==> src/rtl/pixel_port_demux_pkg.sv <==
package pixel_port_demux_pkg;

    typedef enum logic [1:0] {
        ST_SINGLE = 2'd0,
        ST_LEAD   = 2'd1,
        ST_TRAIL  = 2'd2
    } phase_t;

    typedef struct packed {
        logic dual;
        logic par;
        logic swap;
    } mode_t;

endpackage

==> src/rtl/pixel_port_demux_ctrl.sv <==
module pixel_port_demux_ctrl
    import pixel_port_demux_pkg::*;
(
    input  logic   clk,
    input  logic   rst_n,
    input  logic   sync_lead,
    input  mode_t  cfg,
    output mode_t  act,
    output logic   mode_chg,
    output logic   wr_a,
    output logic   wr_b,
    output logic   a_from_hold,
    output logic   b_from_hold,
    output logic   hold_en,
    output logic   set_evt
);

    phase_t state, state_nxt;

    assign mode_chg = sync_lead && (cfg != act);

    // state register and active mode
    always_ff @(posedge clk) begin
        if (!rst_n) begin
            state <= ST_SINGLE;
            act   <= '0;
        end else begin
            state <= state_nxt;
            if (sync_lead) act <= cfg;
        end
    end

    // next state and per-pixel routing
    always_comb begin
        state_nxt   = state;
        wr_a        = 1'b0;
        wr_b        = 1'b0;
        a_from_hold = 1'b0;
        b_from_hold = 1'b0;
        hold_en     = 1'b0;
        set_evt     = 1'b0;
        unique case (state)
            ST_SINGLE: begin
                wr_a      = 1'b1;
                set_evt   = 1'b1;
                state_nxt = ST_SINGLE;
            end
            ST_LEAD: begin
                if (act.par) hold_en = 1'b1;
                else if (act.swap) wr_b = 1'b1;
                else wr_a = 1'b1;
                state_nxt = ST_TRAIL;
            end
            ST_TRAIL: begin
                set_evt = 1'b1;
                if (act.par) begin
                    wr_a        = 1'b1;
                    wr_b        = 1'b1;
                    a_from_hold = !act.swap;
                    b_from_hold = act.swap;
                end else if (act.swap) begin
                    wr_a = 1'b1;
                end else begin
                    wr_b = 1'b1;
                end
                state_nxt = ST_LEAD;
            end
            default: state_nxt = ST_SINGLE;
        endcase
        if (sync_lead) state_nxt = cfg.dual ? ST_LEAD : ST_SINGLE;
    end

    assert_anchor_dual_R5: assert property (@(posedge clk) disable iff (!rst_n)
        (sync_lead && cfg.dual) |=> (state == ST_LEAD));
    assert_anchor_single_R2: assert property (@(posedge clk) disable iff (!rst_n)
        (sync_lead && !cfg.dual) |=> (state == ST_SINGLE));
    assert_alternate_R3: assert property (@(posedge clk) disable iff (!rst_n)
        (!sync_lead && state == ST_LEAD) |=> (state == ST_TRAIL));
    assert_mode_hold_R7: assert property (@(posedge clk) disable iff (!rst_n)
        !sync_lead |=> $stable(act));

endmodule

==> src/rtl/pixel_port_demux_path.sv <==
module pixel_port_demux_path #(
    parameter int PIX_W = 24
) (
    input  logic             clk,
    input  logic             rst_n,
    input  logic [PIX_W-1:0] pix_in,
    input  logic             dual,
    input  logic             wr_a,
    input  logic             wr_b,
    input  logic             a_from_hold,
    input  logic             b_from_hold,
    input  logic             hold_en,
    output logic [PIX_W-1:0] port_a,
    output logic [PIX_W-1:0] port_b,
    output logic             dstrobe
);

    logic [PIX_W-1:0] hold_q;

    always_ff @(posedge clk) begin
        if (!rst_n) begin
            hold_q  <= '0;
            port_a  <= '0;
            port_b  <= '0;
            dstrobe <= 1'b1;
        end else begin
            if (hold_en) hold_q <= pix_in;
            if (wr_a) port_a <= a_from_hold ? hold_q : pix_in;
            if (wr_b) port_b <= b_from_hold ? hold_q : pix_in;
            dstrobe <= dual ? !wr_a : 1'b1;
        end
    end

    assert_parallel_pair_R4: assert property (@(posedge clk) disable iff (!rst_n)
        (a_from_hold || b_from_hold) |-> (wr_a && wr_b));
    assert_strobe_low_R8: assert property (@(posedge clk) disable iff (!rst_n)
        !dstrobe |-> !$stable(port_a) || $past(wr_a));

endmodule

==> src/rtl/pixel_port_demux_valid.sv <==
module pixel_port_demux_valid #(
    parameter int SKIP_SINGLE = 4,
    parameter int SKIP_DUAL   = 2
) (
    input  logic clk,
    input  logic rst_n,
    input  logic dual,
    input  logic set_evt,
    input  logic mode_chg,
    output logic data_ok
);

    localparam int SKIP_MAX = (SKIP_SINGLE > SKIP_DUAL) ? SKIP_SINGLE : SKIP_DUAL;
    localparam int CW       = $clog2(SKIP_MAX + 1);

    logic [CW-1:0] cnt;
    logic [CW-1:0] skip;

    assign skip = dual ? CW'(SKIP_DUAL) : CW'(SKIP_SINGLE);

    always_ff @(posedge clk) begin
        if (!rst_n) begin
            cnt     <= '0;
            data_ok <= 1'b0;
        end else if (mode_chg) begin
            cnt     <= '0;
            data_ok <= 1'b0;
        end else if (set_evt) begin
            if (cnt >= skip) begin
                data_ok <= 1'b1;
            end else begin
                data_ok <= 1'b0;
                cnt     <= cnt + 1'b1;
            end
        end
    end

    assert_valid_sticky_R9: assert property (@(posedge clk) disable iff (!rst_n)
        (data_ok && !mode_chg) |=> data_ok);
    assert_flush_restart_R11: assert property (@(posedge clk) disable iff (!rst_n)
        mode_chg |=> !data_ok);

endmodule

==> src/rtl/pixel_port_demux.sv <==
module pixel_port_demux
    import pixel_port_demux_pkg::*;
#(
    parameter int CH_W        = 8,
    parameter int CH_N        = 3,
    parameter int SKIP_SINGLE = 4,
    parameter int SKIP_DUAL   = 2
) (
    input  logic                 clk,
    input  logic                 rst_n,
    input  logic [CH_W*CH_N-1:0] pix_in,
    input  logic                 sync_lead,
    input  logic                 cfg_dual,
    input  logic                 cfg_par,
    input  logic                 cfg_swap,
    output logic [CH_W*CH_N-1:0] port_a,
    output logic [CH_W*CH_N-1:0] port_b,
    output logic                 oe_a,
    output logic                 oe_b,
    output logic                 dstrobe,
    output logic                 data_ok
);

    localparam int PIX_W = CH_W * CH_N;

    mode_t cfg, act;
    logic  mode_chg, wr_a, wr_b, a_from_hold, b_from_hold, hold_en, set_evt;

    assign cfg  = '{dual: cfg_dual, par: cfg_par, swap: cfg_swap};
    assign oe_a = 1'b1;
    assign oe_b = act.dual;

    pixel_port_demux_ctrl u_ctrl (
        .clk(clk), .rst_n(rst_n), .sync_lead(sync_lead), .cfg(cfg),
        .act(act), .mode_chg(mode_chg), .wr_a(wr_a), .wr_b(wr_b),
        .a_from_hold(a_from_hold), .b_from_hold(b_from_hold),
        .hold_en(hold_en), .set_evt(set_evt)
    );

    pixel_port_demux_path #(.PIX_W(PIX_W)) u_path (
        .clk(clk), .rst_n(rst_n), .pix_in(pix_in), .dual(act.dual),
        .wr_a(wr_a), .wr_b(wr_b), .a_from_hold(a_from_hold),
        .b_from_hold(b_from_hold), .hold_en(hold_en),
        .port_a(port_a), .port_b(port_b), .dstrobe(dstrobe)
    );

    pixel_port_demux_valid #(.SKIP_SINGLE(SKIP_SINGLE), .SKIP_DUAL(SKIP_DUAL)) u_valid (
        .clk(clk), .rst_n(rst_n), .dual(act.dual), .set_evt(set_evt),
        .mode_chg(mode_chg), .data_ok(data_ok)
    );

endmodule

==> config.mk <==
export PLATFORM = sky130hd
export DESIGN_NAME = pixel_port_demux
export DESIGN_NICKNAME = d
export VERILOG_FILES = /design/src/rtl/pixel_port_demux_pkg.sv /design/src/rtl/pixel_port_demux_ctrl.sv /design/src/rtl/pixel_port_demux_path.sv /design/src/rtl/pixel_port_demux_valid.sv /design/src/rtl/pixel_port_demux.sv
export SDC_FILE = /design/constraint.sdc
export NUM_CORES = 1
export LEC_CHECK = 0
export ABC_AREA = 1
export ABC_CLOCK_PERIOD_IN_PS = 1230
export BUFFER_PORTS_ARGS = -buffer_cell sky130_fd_sc_hd__buf_2
export CAP_MARGIN = 15
export CELL_PAD_IN_SITES_DETAIL_PLACEMENT = 2
export CELL_PAD_IN_SITES_GLOBAL_PLACEMENT = 2
export CORE_ASPECT_RATIO = 0.7
export CORE_MARGIN = 2
export CORE_UTILIZATION = 26
export DETAILED_ROUTE_END_ITERATION = 6
export PLACE_DENSITY_LB_ADDON = 0.1
export REMOVE_ABC_BUFFERS = 1
export SLEW_MARGIN = 20
export SYNTH_ARGS = -nofsm -noshare
export SYNTH_HDL_FRONTEND = slang
export SYNTH_SLANG_ARGS = --single-unit
==> constraint.sdc <==
create_clock -name clk -period 1.23 [get_ports clk]
set_input_delay 0.0615 -clock clk [delete_from_list [all_inputs] [get_ports clk]]
set_output_delay 0.0615 -clock clk [all_outputs]
set_load 0.02 [all_outputs]
==> reports/metrics.cfg <==
[run_status]
status = complete, but fails checks
violations = negative setup slack

[sta]
finalSetupTns_ps = -3870
max_freq_ghz = 0.726
rsz0062_at_grt = yes
fin_skew_ps = 6.19
finalSetupViolCount = 63
finalCritPeriodShare_pct = 112
slew_viol_final = 0
finalHoldViolations = 0
fin_ws_ps = -148
fin_crit_ps = 1380

[setup_path]
reg2reg_slack_ps = -150
required_ps = 1460
worst-path-buf-inv = 3
max_stage_delay_ps = 370
critPathLaunchType = flop
path_max_fanout = 14
crit_family = buffers and inverters
ff2ff_path_depth = 8
crit_chain = inv_2 -> buf_4 -> nand3_4 -> buf_12 -> nand2_2 -> nand2_1 -> nor2_2 -> nor2_1
crit_type = flop to flop
arrival_ps = 1610
r2r-end = u_path.port_a[7]
slowest_stage = dfxtp_4
r2r-start = u_ctrl.act[0]
end_kind = flop

[die]
dieArea_sq_um = 15400
core_area_sq_um = 14000
die_h_microns = 105
die_w_microns = 148
rows = 36
start_util_pct = 26.8
ioPinCount = 82

[yosys]
synth_compound_area_share_pct = 14.3
synth_top_family_by_area = simple AND/OR/NAND/NOR gates
syn_inst = 553
synth_seq_cells = 82
syn_area_per_cell_sq_um = 6.79
synthXorXnorAreaFrac_pct = 0.233
yosysWarnings = 0
ys_types = 21
muxShareOfSynthArea_pct = 0
netlist_area_sq_um = 3750
synthAdderAreaFrac_pct = 1.00
seq_area_frac_synth_pct = 43.7
synth_simple_gate_area_share_pct = 30.4

[drt]
route.detailed.drc = 0
first_iter_violations = 88
drt_wl_total_microns = 14700
postRouteAntennaNets = 0
wl_per_cell_microns = 17.4
first_pass_iters = 4
via_count = 3919
via_per_inst = 4.62

[min_path]
holdPathStages = 3
worst_hold_path_type = primary input to flop
min_from = pix_in[22]
hold_path_end = u_path.hold_q[22]

[clock_network]
cts-root-buf = clkbuf_16
cts_num_sinks = 82
clkSlewWorstSetupHoldPaths_ps = 60
cts_buffers = 9
htree_levels = 3
cts-root-to-sink-buffers = 2
cts_tree = yes
worstSkewPairLatency_ps = 340

[cells_and_area]
multi_input_area_sq_um = 2040
diodes = 0
drive_gt1_share_pct = 37.2
layout.area.seq_sq_um = 1660
nFillCells = 1653
final_cell_mix = nor2_1 (113), nand2_1 (89), buf_2 (80), dfxtp_1 (76), o21ai_0 (37)
syn_to_final_growth_pct = 45.2
final_util_pct = 38.9
final_common_cell = nor2_1
final_cell_area_sq_um = 5450
nets = 686

[pwr]
p_seq_share_pct = 42.1
power.total_mw = 6.87
p_per_area_nw_per_um2 = 1260
pwr-share-comb_pct = 17.9
power_leakage_nw = 2.49
p_sw_mw = 1.93
switching_share_pct = 28.1
ir_worst_vdd_mv = 0.650
p_int_mw = 4.94
pwr-share-clk_pct = 40.0

[grt]
met2_usage_pct = 32.9
grt_use_met3_pct = 4.65
grt_pass1_wl_microns = 23300
gr-total-overflow = 0
grt_max_degree = 41
antenna_found_initial = 0
top_usage_layer = met2
met1_usage_pct = 25.0
grtUsageTotal_pct = 19.3
grt_pass1_vias = 4329

[placed_design]
placed_area_sq_um = 4520
dp_hpwl_microns = 8840
place.port_buffers = 80
routabilityCongestion = 0.800

[run]
max_cap_violations = 0

final cells by class:
| type | count | share of cell area [%] |
|---|---|---|
| clock buffers | 15 | 5.46 |
| clock inverters | 1 | 0.0918 |
| inverters | 40 | 2.94 |
| multi-input cells | 396 | 37.4 |
| flip-flops and latches | 82 | 30.5 |
| well taps | 190 | 4.36 |
| repair buffers | 124 | 19.2 |
how the worst max path moves through the flow:
stage                              to             from  cells after the start
finish               u_path.port_a[7]    u_ctrl.act[0]                      8
global route         u_path.port_b[0]  u_ctrl.state[1]                      8
CTS                 u_path.port_b[18]  u_ctrl.state[1]                      8
detailed placement  u_path.hold_q[21]  u_ctrl.state[0]                      7
global placement    u_path.port_a[10]    u_ctrl.act[1]                      7
floorplan            u_path.port_a[0]  u_ctrl.state[1]                      7
routing by layer:
metal  vias to the layer above  routed length (microns)
met5                         -                        0
met4                         0                       99
met3                        10                      507
met2                        62                     7140
met1                      1926                     6980
li1                       1921                        -
timing repair:
action | CTS | global route
hold buffers | 3 | 0
pin swaps | 15 | 3
endpoints found under the setup margin | 75 | 75
resized for setup | 78 | 52
cloned | 7 | 1
setup buffers | 2 | 0
endpoints found under the hold margin | 3 | 0
sequential cells by signal (all words and copies together) (netlist names):
signal	cells
u_ctrl.act	3
u_ctrl.state	2
u_path.dstrobe	1
u_path.hold_q	24
u_path.port_a	24
u_path.port_b	24
u_valid.cnt	3
u_valid.data_ok	1
Yosys cell counts, drive strengths merged:
cell type / n / area (sq um)
a21oi: 29 / 145
buf: 22 / 185
clkbuf: 13 / 48.8
conb: 1 / 3.75
dfxtp: 82 / 1640
ha: 3 / 37.5
inv: 40 / 150
nand2: 126 / 475
nand3: 7 / 35.0
nand4: 1 / 6.26
nor2: 147 / 607
nor3: 1 / 5.00
o21ai: 78 / 390
or2: 2 / 12.5
xor2: 1 / 8.76
power groups by stage:
stage	clock [mW]	combinational [mW]	sequential (mW)
final	2.75	1.23	2.89
after global routing	2.96	1.35	2.91
after CTS	2.87	1.19	2.90
after detailed placement	0	0.977	2.95
after global placement	0	0.945	2.94
after floorplan	0	0.358	3.08
stage by stage:
step | setup WS (ps) | std cells | hold WS (ps)
after floorplan | -624 | 518 | 149
after global placement | -137 | 819 | 311
after detailed placement | -163 | 819 | 336
after CTS | -106 | 847 | 0.805
after global routing | -206 | 848 | 32.1
final | -148 | 848 | 18.8
tightest hold or removal path, delay by kind of cell:
family / cells / cell delay (ps)
AO/OA/AOI/OAI: 2 / 160
buffers and inverters: 1 / 100
kinds of logic after synthesis:
family,after synthesis
AOI/OAI and AO/OA,107
xor gates and xnor gates,1
adders and majority gates,3
buffers and inverters,75
DFF,82
other,1
and+or+nand+nor,284
Note: power is estimated with default switching activity, not from simulation.
